<file path="src/rtl/spi_reg_pkg.sv">
package spi_reg_pkg;

  typedef enum logic [1:0] {
    PH_IDLE = 2'd0,
    PH_LOW  = 2'd1,
    PH_HIGH = 2'd2,
    PH_GAP  = 2'd3
  } phase_e;

endpackage

</file>
<file path="src/rtl/spi_half_timer.sv">
module spi_half_timer #(
  parameter int unsigned HALF_CYC = 100
) (
  input  logic clk,
  input  logic rst_n,
  input  logic run,
  output logic tick
);

  localparam int unsigned CNT_W = (HALF_CYC > 1) ? $clog2(HALF_CYC) : 1;
  localparam logic [CNT_W-1:0] CNT_LAST = CNT_W'(HALF_CYC - 1);

  logic [CNT_W-1:0] cnt_q, cnt_d;

  assign tick = run && (cnt_q == CNT_LAST);

  always_comb begin
    if (!run || tick) cnt_d = '0;
    else              cnt_d = cnt_q + 1'b1;
  end

  always_ff @(posedge clk or negedge rst_n) begin
    if (!rst_n) cnt_q <= '0;
    else        cnt_q <= cnt_d;
  end

  // a half-phase never runs past HALF_CYC cycles
  p_cnt_range_r3: assert property (@(posedge clk) disable iff (!rst_n)
    cnt_q <= CNT_LAST);

endmodule

</file>
<file path="src/rtl/spi_shift_unit.sv">
module spi_shift_unit #(
  parameter int unsigned BYTE_W  = 8,
  parameter int unsigned FRAME_W = 24
) (
  input  logic               clk,
  input  logic               rst_n,
  input  logic               load,
  input  logic [FRAME_W-1:0] load_val,
  input  logic               shift_en,
  input  logic               sample_en,
  input  logic               miso,
  output logic               tx_bit,
  output logic [BYTE_W-1:0]  rx_byte
);

  logic [FRAME_W-1:0] tx_q, tx_d;
  logic [BYTE_W-1:0]  rx_q, rx_d;

  always_comb begin
    tx_d = tx_q;
    if (load)          tx_d = load_val;
    else if (shift_en) tx_d = {tx_q[FRAME_W-2:0], 1'b0};
  end

  always_comb begin
    rx_d = rx_q;
    if (sample_en) rx_d = {rx_q[BYTE_W-2:0], miso};
  end

  always_ff @(posedge clk or negedge rst_n) begin
    if (!rst_n) begin
      tx_q <= '0;
      rx_q <= '0;
    end else begin
      if (load || shift_en) tx_q <= tx_d;
      if (sample_en)        rx_q <= rx_d;
    end
  end

  assign tx_bit  = tx_q[FRAME_W-1];
  assign rx_byte = rx_q;

  // the sequencer never loads a frame and samples in the same cycle
  p_no_load_sample_r4: assert property (@(posedge clk) disable iff (!rst_n)
    !(load && sample_en));

endmodule

</file>
<file path="src/rtl/spi_txn_seq.sv">
module spi_txn_seq
  import spi_reg_pkg::*;
#(
  parameter int unsigned BYTE_W  = 8,
  parameter int unsigned FRAME_W = 24
) (
  input  logic               clk,
  input  logic               rst_n,
  input  logic               req,
  input  logic               rw,
  input  logic [BYTE_W-1:0]  chip_addr,
  input  logic [BYTE_W-1:0]  reg_addr,
  input  logic [BYTE_W-1:0]  wdata,
  input  logic               tick,
  output logic               run,
  output logic               load,
  output logic [FRAME_W-1:0] load_val,
  output logic               shift_en,
  output logic               sample_en,
  output logic               cs_n,
  output logic               sclk,
  output logic               busy,
  output logic               done
);

  localparam int unsigned BIT_W = $clog2(FRAME_W);
  localparam logic [BIT_W-1:0] LAST_WR  = BIT_W'(FRAME_W - 1);
  localparam logic [BIT_W-1:0] LAST_RD  = BIT_W'(2 * BYTE_W - 1);
  localparam logic [BIT_W-1:0] FIRST_IN = BIT_W'(BYTE_W);

  phase_e             phase_q, phase_d;
  logic [BIT_W-1:0]   bit_q, bit_d;
  logic [BIT_W-1:0]   last_q, last_d;
  logic               second_q, second_d;
  logic               rw_q, rw_d;
  logic [BYTE_W-1:0]  chip_q, chip_d;
  logic               done_q, done_d;
  logic               adv;

  assign adv = (phase_q == PH_IDLE) ? req : tick;

  always_comb begin
    phase_d   = phase_q;
    bit_d     = bit_q;
    last_d    = last_q;
    second_d  = second_q;
    rw_d      = rw_q;
    chip_d    = chip_q;
    done_d    = 1'b0;
    load      = 1'b0;
    load_val  = '0;
    shift_en  = 1'b0;
    sample_en = 1'b0;
    unique case (phase_q)
      PH_IDLE: begin
        if (req) begin
          phase_d  = PH_LOW;
          bit_d    = '0;
          second_d = 1'b0;
          rw_d     = rw;
          chip_d   = chip_addr;
          load     = 1'b1;
          last_d   = rw ? LAST_RD : LAST_WR;
          load_val = rw ? {chip_addr[BYTE_W-1:1], 1'b0, reg_addr, {BYTE_W{1'b0}}}
                        : {chip_addr[BYTE_W-1:1], 1'b0, reg_addr, wdata};
        end
      end
      PH_LOW: begin
        if (tick) begin
          phase_d   = PH_HIGH;
          sample_en = rw_q && second_q && (bit_q >= FIRST_IN);
        end
      end
      PH_HIGH: begin
        if (tick) begin
          if (bit_q == last_q) begin
            phase_d = PH_GAP;
          end else begin
            phase_d  = PH_LOW;
            bit_d    = bit_q + 1'b1;
            shift_en = 1'b1;
          end
        end
      end
      PH_GAP: begin
        if (tick) begin
          if (rw_q && !second_q) begin
            phase_d  = PH_LOW;
            second_d = 1'b1;
            bit_d    = '0;
            last_d   = LAST_RD;
            load     = 1'b1;
            load_val = {chip_q[BYTE_W-1:1], 1'b1, {(2*BYTE_W){1'b0}}};
          end else begin
            phase_d = PH_IDLE;
            done_d  = 1'b1;
          end
        end
      end
      default: phase_d = PH_IDLE;
    endcase
  end

  always_ff @(posedge clk or negedge rst_n) begin
    if (!rst_n) begin
      phase_q  <= PH_IDLE;
      bit_q    <= '0;
      last_q   <= '0;
      second_q <= 1'b0;
      rw_q     <= 1'b0;
      chip_q   <= '0;
      done_q   <= 1'b0;
    end else begin
      done_q <= done_d;
      if (adv) begin
        phase_q  <= phase_d;
        bit_q    <= bit_d;
        last_q   <= last_d;
        second_q <= second_d;
        rw_q     <= rw_d;
        chip_q   <= chip_d;
      end
    end
  end

  assign run  = (phase_q != PH_IDLE);
  assign busy = (phase_q != PH_IDLE);
  assign cs_n = (phase_q == PH_IDLE) || (phase_q == PH_GAP);
  assign sclk = (phase_q != PH_LOW);
  assign done = done_q;

  // completion is a single-cycle pulse
  p_done_pulse_r6: assert property (@(posedge clk) disable iff (!rst_n)
    done |=> !done);

  // done is seen only once the block is free again
  p_done_idle_r6: assert property (@(posedge clk) disable iff (!rst_n)
    done |-> !busy);

  // captured request fields stay put while a transaction runs
  p_busy_ignore_r7: assert property (@(posedge clk) disable iff (!rst_n)
    (phase_q != PH_IDLE) |=> ($stable(chip_q) && $stable(rw_q)));

endmodule

</file>
<file path="src/rtl/spi_reg_master.sv">
module spi_reg_master #(
  parameter int unsigned BYTE_W   = 8,
  parameter int unsigned HALF_CYC = 100
) (
  input  logic              clk,
  input  logic              rst_n,
  input  logic              req,
  input  logic              rw,
  input  logic [BYTE_W-1:0] chip_addr,
  input  logic [BYTE_W-1:0] reg_addr,
  input  logic [BYTE_W-1:0] wdata,
  output logic [BYTE_W-1:0] rdata,
  output logic              busy,
  output logic              done,
  output logic              sclk,
  output logic              cs_n,
  output logic              mosi,
  input  logic              miso
);

  localparam int unsigned FRAME_W = 3 * BYTE_W;

  logic [1:0]         rst_pipe;
  logic               rst_s_n;
  logic               run, tick, load, shift_en, sample_en, tx_bit;
  logic [FRAME_W-1:0] load_val;

  always_ff @(posedge clk or negedge rst_n) begin
    if (!rst_n) rst_pipe <= 2'b00;
    else        rst_pipe <= {rst_pipe[0], 1'b1};
  end
  assign rst_s_n = rst_pipe[1];

  spi_half_timer #(.HALF_CYC(HALF_CYC)) u_timer (
    .clk   (clk),
    .rst_n (rst_s_n),
    .run   (run),
    .tick  (tick)
  );

  spi_txn_seq #(.BYTE_W(BYTE_W), .FRAME_W(FRAME_W)) u_seq (
    .clk       (clk),
    .rst_n     (rst_s_n),
    .req       (req),
    .rw        (rw),
    .chip_addr (chip_addr),
    .reg_addr  (reg_addr),
    .wdata     (wdata),
    .tick      (tick),
    .run       (run),
    .load      (load),
    .load_val  (load_val),
    .shift_en  (shift_en),
    .sample_en (sample_en),
    .cs_n      (cs_n),
    .sclk      (sclk),
    .busy      (busy),
    .done      (done)
  );

  spi_shift_unit #(.BYTE_W(BYTE_W), .FRAME_W(FRAME_W)) u_shift (
    .clk       (clk),
    .rst_n     (rst_s_n),
    .load      (load),
    .load_val  (load_val),
    .shift_en  (shift_en),
    .sample_en (sample_en),
    .miso      (miso),
    .tx_bit    (tx_bit),
    .rx_byte   (rdata)
  );

  assign mosi = cs_n ? 1'b0 : tx_bit;

  // data is held across the rising edge and the high half
  p_mosi_hold_r3: assert property (@(posedge clk) disable iff (!rst_s_n)
    (!cs_n && sclk && $past(!cs_n && sclk)) |-> $stable(mosi));

  // no completion pulse without a transaction having run
  p_done_after_busy_r6: assert property (@(posedge clk) disable iff (!rst_s_n)
    $rose(done) |-> $past(busy));

endmodule

</file>
<file path="config.mk">
export PLATFORM = sky130hd
export DESIGN_NAME = spi_reg_master
export DESIGN_NICKNAME = d
export VERILOG_FILES = /design/src/rtl/spi_reg_pkg.sv /design/src/rtl/spi_half_timer.sv /design/src/rtl/spi_shift_unit.sv /design/src/rtl/spi_txn_seq.sv /design/src/rtl/spi_reg_master.sv
export SDC_FILE = /design/constraint.sdc
export NUM_CORES = 1
export LEC_CHECK = 0
export ABC_AREA = 1
export CORE_MARGIN = 2
export CORE_UTILIZATION = 59
export DETAILED_ROUTE_END_ITERATION = 7
export PLACE_DENSITY = 0.85
export REMOVE_ABC_BUFFERS = 1
export SETUP_SLACK_MARGIN = 0.5
export SLEW_MARGIN = 0
export SYNTH_ARGS = -nofsm -noshare
export SYNTH_HDL_FRONTEND = slang
export SYNTH_HIERARCHICAL = 1
export SYNTH_SLANG_ARGS = --single-unit
</file>
<file path="constraint.sdc">
create_clock -name clk -period 3.55 [get_ports clk]
set_input_delay 0.5325 -clock clk [delete_from_list [all_inputs] [get_ports clk]]
set_output_delay 0.5325 -clock clk [all_outputs]
set_load 0.01 [all_outputs]
</file>
Word level (Yosys, flattened, before mapping)
Index checks and enable logic that the tools add are counted.

operators by class
  multiplexer cells = 44
  $lt $le $gt $ge = 1
  add/sub/neg operators = 2
  reductions and logical operators = 19
  equality and inequality tests = 12

operator list
  cell                   number
  $mux W24               5
  $pmux W24 S2           1
  $mux W5                9
  $mux W1                17
  $pmux W5 S3            1
  $mux W2                5
  $ne A2 B1 Y1 const B   5
  $pmux W5 S2            1
  $reduce_and A5 Y1      2
  $mux W8                1
  $pmux W2 S4            1
  $add A7 B1 Y7 const B  1
  $eq A7 B7 Y1 const B   1
  $mux W7                1
  $reduce_and A7 Y1      1
  $reduce_bool A2 Y1     3
  $add A5 B1 Y5 const B  1
  $eq A5 B5 Y1           1
  $ge A5 B4 Y1 const B   1
  $eq A2 B2 Y1 const B   2
  $logic_and A1 B1 Y1    4
  $ne A2 B2 Y1 const B   2
  $pmux W1 S2            2
  $logic_or A1 B1 Y1     3
  6 further kinds        7

storage, ports and cells
  word-level logic and storage cells = 89
  register bits after elaboration = 64

Depth between registers and ports, before layout
Gate-level depths: netlist (run 1).

  word-level depth = 7
  depth in mapped cells = 13

Hierarchy
Netlist (run 1), hierarchy kept.

modules (own cells, without submodules)
  module          area each (um^2)  instances  cells an instance
  spi_shift_unit  1400.1            1          160
  spi_txn_seq     1357.6            1          197
  spi_half_timer  384.1             1          44
  spi_reg_master  63.8              1          5

Worst setup path before layout (run 1)
OpenSTA, ideal clock, no wires.

  path kind = register to register
  start = register u_seq.phase_q[0]
  end = register u_shift.tx_q[1]
  cell stages (with the launch flop) = 13
  path buffers = 2
  slack = 1.311 ns
  setup time = 0.125 ns
  arrival = 2.114 ns
  cells stage by stage = dfrtp_1 -> inv_1 -> ha_1 -> inv_1 -> buf_4 -> inv_1 -> nor2_1 -> nand2_1 -> a21oi_1 -> nor2_4 -> buf_6 -> nand2_1 -> nand3_1

between the ends
  longest elaborated chain between the ends = 6
  elaborated cells on any way between the ends = 15
  classes of those cells = 2 x eq/ne; 7 x mux; 6 x reduce/logical

RTL lines
  item                                                                       line                  source
  from (decl)                                                                spi_txn_seq.sv:31     phase_e phase_q, phase_d;
  from (signal assigned)                                                     spi_txn_seq.sv:116    phase_q <= phase_d;
  $reduce_bool A2 Y1 *                                                       --
  net busy                                                                   spi_reg_master.sv:13  output logic busy,
  $logic_and A1 B1 Y1 *                                                      spi_half_timer.sv:15  assign tick = run && (cnt_q == CNT_LAST);
  net tick                                                                   spi_reg_master.sv:25  logic run, tick, load, shift_en, sample_en, tx_bit;
  $mux W1 *                                                                  spi_txn_seq.sv:75     if (tick) begin
  $mux W1 *                                                                  spi_txn_seq.sv:54     unique case (phase_q)
  net shift_en                                                               spi_reg_master.sv:25
  $reduce_bool A2 Y1 (no source line) or $logic_or A1 B1 Y1 (tied branches)  --
  $reduce_and A2 Y1 (no source line) *                                       --
  to (signal assigned)                                                       spi_shift_unit.sv:35  if (load || shift_en) tx_q <= tx_d;
  to (decl)                                                                  spi_shift_unit.sv:16  logic [FRAME_W-1:0] tx_q, tx_d;

Mark *: on every way through the listed nets, which the timed path passes. The rest lies on a longest branch.
A chain may end at the register's enable or synchronous reset.

Worst setup path in the final report (run 1)
  start = register u_seq.phase_q[0]
  end = output mosi

between the ends
  longest elaborated chain between the ends = 3
  elaborated cells on any way between the ends = 4
  classes of those cells = 1 x eq/ne; 1 x mux; 2 x reduce/logical

RTL lines
  item                                              line                  source
  $eq A2 B2 Y1 or $logic_not A2 Y1 (tied branches)  spi_txn_seq.sv:128    assign cs_n = (phase_q == PH_IDLE) || (phase_q == PH_GAP);
  $logic_or A1 B1 Y1 *                              spi_txn_seq.sv:128
  $mux W1 *                                         spi_reg_master.sv:73  assign mosi = cs_n ? 1'b0 : tx_bit;
  to (decl)                                         spi_reg_master.sv:17  output logic mosi,

Mark *: on every way between the ends. The rest lies on a longest branch, timed or not.

==> out/results.ini, run 1 <==
[critical_path]
worst-path-buf-inv = 3
cpPeakStageDelay_ns = 0.56
crit_path_max_fanout = 8
worstSetupEndpointType = output port
worstPathCellList = inv_1 -> ha_1 -> inv_2 -> nor2_2 -> clkdlybuf4s50_1
crit_family = buffers and inverters
cp_data_arrival_time_ns = 2.16
timing.critical_path.slowest_stage_cell = clkdlybuf4s50_1
setup.worst_path.start_class = flop
required_ns = 3.02
type_of_the_worst_setup_path = flop to output port

[global_routing]
grt_antenna_before_repair = 0
globalRoute.totalOverflow = 0
grt_usage_pct = 22.7
grt_max_degree = 47
first_pass_grt_wire_length_um = 10800
grt_pass1_vias = 2512

[clock_network]
insertion_delay_ns = 0.34
cts_num_sinks = 61
cts-buffers-inserted = 9
tritoncts = yes
cts-root-buf = clkbuf_8
cts_htree_levels = 3
number_of_buffers_inserted_to_repair_setup_after_cts = 0
clk_transition_reported_paths_ns = 0.06
clock_path_buffers = 2

[synth]
yosys_register_bits = 61
async_flop_share_pct = 100
synth_largest_area_cell = dfrtp_1
number_of_flops_mapped_to_enable_cells_by_yosys = 0
synth_area_leaders = dfrtp_1 48%, nand2_1 13%, nand3_1 9.4%
number_of_standard_cells_after_synthesis = 406
synth-seq-area-share_pct = 47.6
syn_area_um2 = 3210
synth_top_area_share_pct = 47.6
post_synth_num_cell_types = 30
syn_area_per_cell_um2 = 7.90
yosysMostFrequentCell = nand2_1
synth-warning-count = 6
ys.flop_type = dfrtp_1
synthTopCellsByCount = 114 x nand2_1, 61 x dfrtp_1, 60 x nand3_1

[route]
detailroute.via_count = 2728
postRouteAntennaNets = 0
routed_wl_um = 6240
post_drt_wl_per_cell_um = 12.0
drt_first_iter_violations = 167
drt-pass1-iter-count = 5
drcViolationCount = 0
vias_per_cell = 5.23

[place]
port_buffers = 40
detailed_place_hpwl_um = 4330
final_estimated_routing_congestion_in_global_placement = 0.827
preCtsSetupSlack_ns = 0.806

[die]
placeableCoreArea_um2 = 5170
chipWidth_um = 77.7
dieHeight_um = 77.7
design.portCount = 42
fp.dieArea_um2 = 6040
placement_rows = 26
initial_utilization_pct = 62.0

[sta]
timing_hold_violations_final = 0
fmax_mhz = 372
finalCriticalPeriod_ns = 2.69
setup_violations = 0
setup_slack_ns = 0.860
finalMaxSlewViolations = 0
grt_setup_unrepaired = no
layout_worst_path_cycle_share_pct = 75.8
worst_hold_slack_ns = 0.349
slew_headroom_pct = 35.7
measured_slew_at_the_worst_slew_check_pin_ns = 0.965
timing.clock.skew_ns = 0.00944
totalNegativeSetupSlack_ns = 0

[pwr]
total_power_mw = 1.35
power_per_cell_area_nw_per_um2 = 353
leakage_nw = 1.87
ir_drop_mv = 0.334

[layout]
antenna-diode-count = 0
drive_above_1_share_pct = 10.6
syn2layout_area_growth_pct = 19.0
postLayoutCoreUtil_pct = 73.8
finish.net_count = 482
fillerInstances = 387

[flow_run]
timing.max_cap.violations = 0

[status]
run_status = finished, final reports clean

[min_path]
hp-class = primary input to asynchronous set/reset pin

## sequential cells by signal, summed over array words and instances (netlist names), 2 cells and up
register         count
u_shift/rx_byte      8
u_seq/bit_q          5
rst_pipe             2
u_shift/tx_q        24
u_seq/last_q         3
u_seq/chip_q         7
u_seq/phase_q        2
u_timer/cnt_q        7
## layer usage
layer  up-vias  part of all wire [%]  GRT usage [%]
met2        74                    49           38.7
met1      1270                    44           28.0
met4         0                   1.9           10.2
met3        12                   4.4           4.19
li1       1372                     -              -
met5         -                     0              0
## per-stage QoR
stage,instance area (µm²),std cells
after floorplan,3100,392
after global placement,3620,506
after detailed placement,3620,506
after CTS,3810,522
after global routing,3820,522
final,3820,522
## placed cells by master, fill, tap and decap left out, types with 3 or more instances in the layout
cell	netlist	routed
ha_1	6	6
inv_2	6	6
dfrtp_1	61	60
o22ai_1	6	6
nand2_2	7	8
nor2_4	3	3
clkbuf_8	0	10
nand3_1	60	60
nand2_1	114	113
o21ai_0	21	21
nor2_1	37	37
inv_1	42	42
buf_4	1	4
a21oi_1	7	7
nor2_2	4	4
clkdlybuf4s50_1	0	40
## cell type report
type,count,area (µm²),area share [%]
sequential,61,1530,40.0
multi-input combinational,282,1390,36.5
inverter,49,184,4.82
clock buffer,12,145,3.80
clock inverter,4,47.5,1.25
tap,70,87.6,2.30
timing repair buffer,44,430,11.3
## cells by family after synthesis
logic type,count (synthesis),synth area share [%]
adders and majority gates,6,2.34
and+or+nand+nor,235,34.0
AOI/OAI and AO/OA,38,6.44
buffers and inverters,63,8.98
other,1,0.117
DFF,61,47.6
xor gates and xnor gates,2,0.547
## power breakdown
| part | internal (mW) | switching [mW] |
|---|---|---|
| Combinational | 0.0272 | 0.00953 |
| Sequential | 0.696 | 0.00965 |
| Clock | 0.341 | 0.262 |
## final timing paths
path                                     to             start  slack, ns  cells past startpoint
max in group asynchronous  u_timer/cnt_q[2]       rst_pipe[1]       2.37                      1
min reg2reg                     rst_pipe[1]       rst_pipe[0]       0.36                      0
min in group clk                rst_pipe[1]       rst_pipe[0]       0.36                      0
min                             rst_pipe[0]             rst_n       0.35                      1
max                                    mosi  u_seq/phase_q[0]       0.86                      5
max reg2reg                u_shift/tx_q[23]  u_seq/phase_q[0]       0.97                     10
## what timing repair did
action | CTS | global route
gates resized for setup | 0 | 1
setup endpoints to repair | 0 | 6
hold buffers | 0 | 0
## worst reg2reg max path: cells and delay by family, from the launching register on
kind	cells	cell delay (ns)
adder cells (fa/ha/maj)	1	0.24
flip-flops	1	0.42
AND/OR/NAND/NOR	5	1.26
buffers and inverters	4	0.56
No activity file was read; power rests on OpenSTA's default activity.
==> inputs of run 2 (changes only) <==
--- a/config.mk
+++ b/config.mk
@@ -7,9 +7,9 @@
 export LEC_CHECK = 0
 export ABC_AREA = 1
 export CORE_MARGIN = 2
-export CORE_UTILIZATION = 59
+export CORE_UTILIZATION = 55
 export DETAILED_ROUTE_END_ITERATION = 7
-export PLACE_DENSITY = 0.85
+export PLACE_DENSITY = 0.8
 export REMOVE_ABC_BUFFERS = 1
 export SETUP_SLACK_MARGIN = 0.5
 export SLEW_MARGIN = 0
==> constraint.sdc (replaced) <==
create_clock -name clk -period 2.5 [get_ports clk]
set_input_delay 0.375 -clock clk [delete_from_list [all_inputs] [get_ports clk]]
set_output_delay 0.375 -clock clk [all_outputs]
set_load 0.01 [all_outputs]
==> run 2 against run 1 <==
  * Worst setup slack lost 0.26 ns
  * Core utilization shrank 3.2 points
  * Via count up 1.0%
  * Flip-flop and latch count unchanged
  * Routed wire length increased by 4.2%
  * Register-to-register slack worse by 0.31 ns
  * Non-clock buffer count grew 6
  * Largest cell class unchanged
==> out/results.ini, run 2 (same netlist as run 1, synthesis figures left out) <==
[layout]
final-seq-area_um2 = 1530
syn2layout_area_growth_pct = 22.7
layout_commonest_cell = nand2_1
mostFrequentLayoutCells = 113 x nand2_1, 60 x dfrtp_1, 60 x nand3_1, 39 x inv_1
largest_register = u_shift/tx_q
area_taken_by_multi_input_logic_gates_um2 = 1440
finish.net_count = 489
antenna-diode-count = 0
largest_register_ff_count = 24
fillerInstances = 464
final-instance-count-excl-fill = 529
drive_above_1_share_pct = 13.3

[global_routing]
first_pass_grt_wire_length_um = 11400
globalRoute.totalOverflow = 0
grt_usage_pct = 22.5
grt_pass1_vias = 2686
grt_antenna_before_repair = 0
grt_max_degree = 46

[critical_path]
cp_data_arrival_time_ns = 1.53
crit_path_max_fanout = 8
cpPeakStageDelay_ns = 0.38
worstPathCellList = inv_2 -> ha_4 -> inv_4 -> nor2_2 -> clkdlybuf4s15_1
worstSetupEndpointType = output port
setup.worst_path.start_class = flop
worst-path-buf-inv = 3
type_of_the_worst_setup_path = flop to output port
required_ns = 2.12
crit_family = buffers and inverters
timing.critical_path.slowest_stage_cell = dfrtp_1

[place]
place.detailed.instances = 512
port_buffers = 40
detailed_place_hpwl_um = 4440
preCtsSetupSlack_ns = 0.186
final_estimated_routing_congestion_in_global_placement = 0.844

[route]
drt-pass1-iter-count = 4
detailroute.via_count = 2756
drt_first_iter_violations = 230
postRouteAntennaNets = 0
post_drt_wl_per_cell_um = 12.3
drcViolationCount = 0
routed_wl_um = 6510
vias_per_cell = 5.21

[flow_run]
timing.max_cap.violations = 0

[status]
run_status = finished, final reports clean

[sta]
fmax_mhz = 526
timing.clock.skew_ns = 0.00853
finalCriticalPeriod_ns = 1.90
setup_violations = 0
layout_worst_path_cycle_share_pct = 76.1
setup_slack_ns = 0.598
grt_setup_unrepaired = no
finalMaxSlewViolations = 0
totalNegativeSetupSlack_ns = 0
timing_hold_violations_final = 0

[clock_network]
cts_htree_levels = 3
clock_path_buffers = 2
cts-buffers-inserted = 9
cts-root-buf = clkbuf_8
insertion_delay_ns = 0.33
clk_transition_reported_paths_ns = 0.07
cts_num_sinks = 61
tritoncts = yes

[pwr]
ir_drop_mv = 0.301
total_power_mw = 1.91
leakage_nw = 1.93
power_per_cell_area_nw_per_um2 = 486

[die]
design.portCount = 42
placeableCoreArea_um2 = 5570
dieHeight_um = 80.3
chipWidth_um = 80.3
placement_rows = 27
fp.dieArea_um2 = 6460
initial_utilization_pct = 57.5

[min_path]
hp-class = flop to asynchronous set/reset pin

[run 2: worst paths after layout]
path	endpoint	startpoint	depth (start not counted)	slack, ns
min in group clk	rst_pipe[1]	rst_pipe[0]	0	0.36
min reg2reg	u_timer/cnt_q[1]	rst_pipe[1]	0	0.18
max	mosi	u_seq/phase_q[1]	5	0.60
max reg2reg	u_shift/tx_q[11]	u_timer/cnt_q[0]	10	0.66
max in group asynchronous	u_seq/chip_q[3]	rst_pipe[1]	1	1.77
min	u_timer/cnt_q[1]	rst_pipe[1]	0	0.18
[run 2: timing repair]
action | in CTS | in global routing
pin swaps | 1 | 1
resized for setup | 11 | 11
setup buffers | 1 | 1
setup endpoints to repair | 46 | 27
gates cloned | 0 | 1
hold buffers | 0 | 0
[run 2: per-stage QoR]
stage | area (µm²) | utilization [%] | hold WS [ns]
after global routing | 3930 | 70.5 | 0.202
after global placement | 3670 | 65.8 | 0.191
final | 3930 | 70.5 | 0.182
after detailed placement | 3670 | 65.8 | 0.190
after floorplan | 3100 | - | 0.0794
after CTS | 3890 | 69.7 | 0.194
[run 2: layout make-up]
cell class	instances	area share, %
Multi-Input combinational cell	283	36.7
Clock buffer	12	3.95
Tap cell	72	2.29
Timing Repair Buffer	50	12.5
Sequential cell	61	38.8
Clock inverter	2	0.891
Inverter	49	4.80
[run 2: power by group]
group,switching (mW),internal [mW]
Combinational,0.0225,0.0407
Clock,0.350,0.503
Sequential,0.00522,0.989
[run 2: per-layer routing]
metal | up-vias | global-route usage, % | part of all wire (%)
li1 | 1384 | - | -
met1 | 1308 | 27.9 | 45
met2 | 56 | 38.0 | 50
met3 | 8 | 4.38 | 4.1
met4 | 0 | 9.83 | 1.1
met5 | - | 0 | 0
==> inputs of run 3 (changes only) <==
--- a/config.mk
+++ b/config.mk
@@ -7,9 +7,9 @@
 export LEC_CHECK = 0
 export ABC_AREA = 1
 export CORE_MARGIN = 2
-export CORE_UTILIZATION = 55
+export CORE_UTILIZATION = 50
 export DETAILED_ROUTE_END_ITERATION = 7
-export PLACE_DENSITY = 0.8
+export PLACE_DENSITY = 0.76
 export REMOVE_ABC_BUFFERS = 1
 export SETUP_SLACK_MARGIN = 0.5
 export SLEW_MARGIN = 0
==> constraint.sdc (replaced) <==
create_clock -name clk -period 1.6 [get_ports clk]
set_input_delay 0.24 -clock clk [delete_from_list [all_inputs] [get_ports clk]]
set_output_delay 0.24 -clock clk [all_outputs]
set_load 0.01 [all_outputs]
==> run 3 against run 2 <==
  * The flow now finishes with violations (negative setup slack)
  * Worst setup slack got worse by 0.82 ns
  * Largest cell class is now multi-input combinational cells
  * Cell count increased by 11%
  * Cell area increased by 16%
  * Die area increased by 9.5%
  * Routed wire length increased by 21%
  * Clock power increased by 74%
==> out/results.ini, run 3 (same netlist as run 1, synthesis figures left out) <==
[layout]
layout_commonest_cell = nand2_1
largest_register = u_shift/tx_q
drive_above_1_share_pct = 30.7
fillerInstances = 458
syn2layout_area_growth_pct = 42.3
finish.net_count = 538
antenna-diode-count = 0
area_taken_by_multi_input_logic_gates_um2 = 1620
largest_register_ff_count = 24
final-instance-count-excl-fill = 585
final-seq-area_um2 = 1530
mostFrequentLayoutCells = 104 x nand2_1, 60 x dfrtp_1, 59 x nand3_1, 44 x buf_4, 38 x inv_1

[die]
chipWidth_um = 84.1
placeableCoreArea_um2 = 6280
initial_utilization_pct = 51.1
fp.dieArea_um2 = 7070
placement_rows = 29
design.portCount = 42
dieHeight_um = 84.1

[critical_path]
required_ns = 1.86
worstSetupEndpointType = flop
cpPeakStageDelay_ns = 0.36
type_of_the_worst_setup_path = flop to flop
timing.critical_path.slowest_stage_cell = dfrtp_1
worst_r2r_end = u_shift/rx_byte[3]
crit_family = simple AND/OR/NAND/NOR gates
crit_path_max_fanout = 8
worst-path-buf-inv = 2
cp_data_arrival_time_ns = 2.08
regToRegStartpoint = u_timer/cnt_q[0]
critical_path.most_common_cell = nand2_1
worst-r2r-setup-slack_ns = -0.22
setup.worst_path.start_class = flop
ff2ff_path_depth = 10
worstPathCellList = ha_2 -> nand2_1 -> nand3b_4 -> nor2_4 -> buf_6 -> nand4_1 -> a21oi_2 -> buf_4 -> nand2_1 -> o21ai_0

[sta]
timing_hold_violations_final = 0
fmax_mhz = 549
timing.clock.skew_ns = 0.0117
finalCriticalPeriod_ns = 1.82
layout_worst_path_cycle_share_pct = 114
finalMaxSlewViolations = 0
setup_violations = 43
grt_setup_unrepaired = yes
setup_slack_ns = -0.222

[route]
drt-pass1-iter-count = 5
detailroute.via_count = 3020
drt_first_iter_violations = 212
drcViolationCount = 0
routed_wl_um = 7900
postRouteAntennaNets = 0
vias_per_cell = 5.16
post_drt_wl_per_cell_um = 13.5

[clock_network]
clock_path_buffers = 2
cts_num_sinks = 61
cts-root-buf = clkbuf_8
tritoncts = yes
cts-buffers-inserted = 9
clk_transition_reported_paths_ns = 0.07
insertion_delay_ns = 0.34
cts_htree_levels = 3
ctsHoldBuffers = 0

[global_routing]
grt_antenna_before_repair = 0
grt_usage_pct = 22.0
first_pass_grt_wire_length_um = 12400
grt_max_degree = 45
globalRoute.totalOverflow = 0
grt_pass1_vias = 2823

[min_path]
hp-class = primary input to asynchronous set/reset pin

[place]
detailed_place_hpwl_um = 4680
final_estimated_routing_congestion_in_global_placement = 0.836
place.detailed.instances = 545
port_buffers = 40

[pwr]
leakage_nw = 2.24
power_per_cell_area_nw_per_um2 = 687
ir_drop_mv = 0.474
total_power_mw = 3.14

[status]
run_status = finished with violations
violated_checks = negative setup slack

[flow_run]
timing.max_cap.violations = 0

-- run 3: what timing repair did --
action	CTS	global route
gates cloned	2	0
endpoints found under the setup margin	72	72
buffers inserted	12	10
pin swaps	8	20
gates resized for setup	112	41
-- run 3: power breakdown --
| group | internal, mW | total (mW) | switching (mW) |
|---|---|---|---|
| registers | 1.54 | 1.55 | 0.00899 |
| logic | 0.0637 | 0.100 | 0.0366 |
| clock network | 0.870 | 1.48 | 0.613 |
| total | 2.48 | 3.14 | 0.658 |
-- run 3: worst reg2reg max path: stages (launching register included) --
cell	delay, ns
dfrtp_1	0.36
ha_2	0.17
nand2_1	0.05
nand3b_4	0.17
nor2_4	0.15
buf_6	0.14
nand4_1	0.14
a21oi_2	0.23
buf_4	0.21
nand2_1	0.07
o21ai_0	0.07
-- run 3: metal layers --
metal	wire, µm	GRT usage, %
met2	4000	37.2
met3	388	5.14
met5	0	0
met4	159	8.80
met1	3360	27.0
-- run 3: cell type report --
cell class	count	share of cell area [%]
multi-input combinational	282	35.5
sequential	61	33.5
timing repair buffer	100	20.0
inverter	49	4.36
clock buffer	11	2.88
tap	77	2.11
clock inverter	5	1.65
-- run 3: how the worst max path moves through the flow --
stage	from	to	slack, ns	cells past startpoint
detailed placement	u_seq/phase_q[0]	u_shift/tx_q[10]	-0.23	11
global placement	u_seq/phase_q[0]	u_shift/tx_q[2]	-0.22	11
floorplan	u_seq/phase_q[0]	u_shift/tx_q[20]	-1.19	10
CTS	u_timer/cnt_q[0]	u_shift/rx_byte[3]	-0.14	10
finish	u_timer/cnt_q[0]	u_shift/rx_byte[3]	-0.22	10
global route	u_timer/cnt_q[0]	u_shift/rx_byte[3]	-0.32	10
-- run 3: stage by stage --
step	setup WS (ns)	area [µm²]	TNS [ns]	util (%)	hold slack (ns)
after CTS	-0.136	4340	-3.81	69.1	0.0537
final	-0.222	4560	-6.15	72.7	0.0623
after global placement	-0.222	3890	-7.74	62.0	0.195
after global routing	-0.316	4560	-10.05	72.7	0.0514
after detailed placement	-0.234	3890	-8.86	62.0	0.195
after floorplan	-1.19	3100	-49.51	-	-0.0556
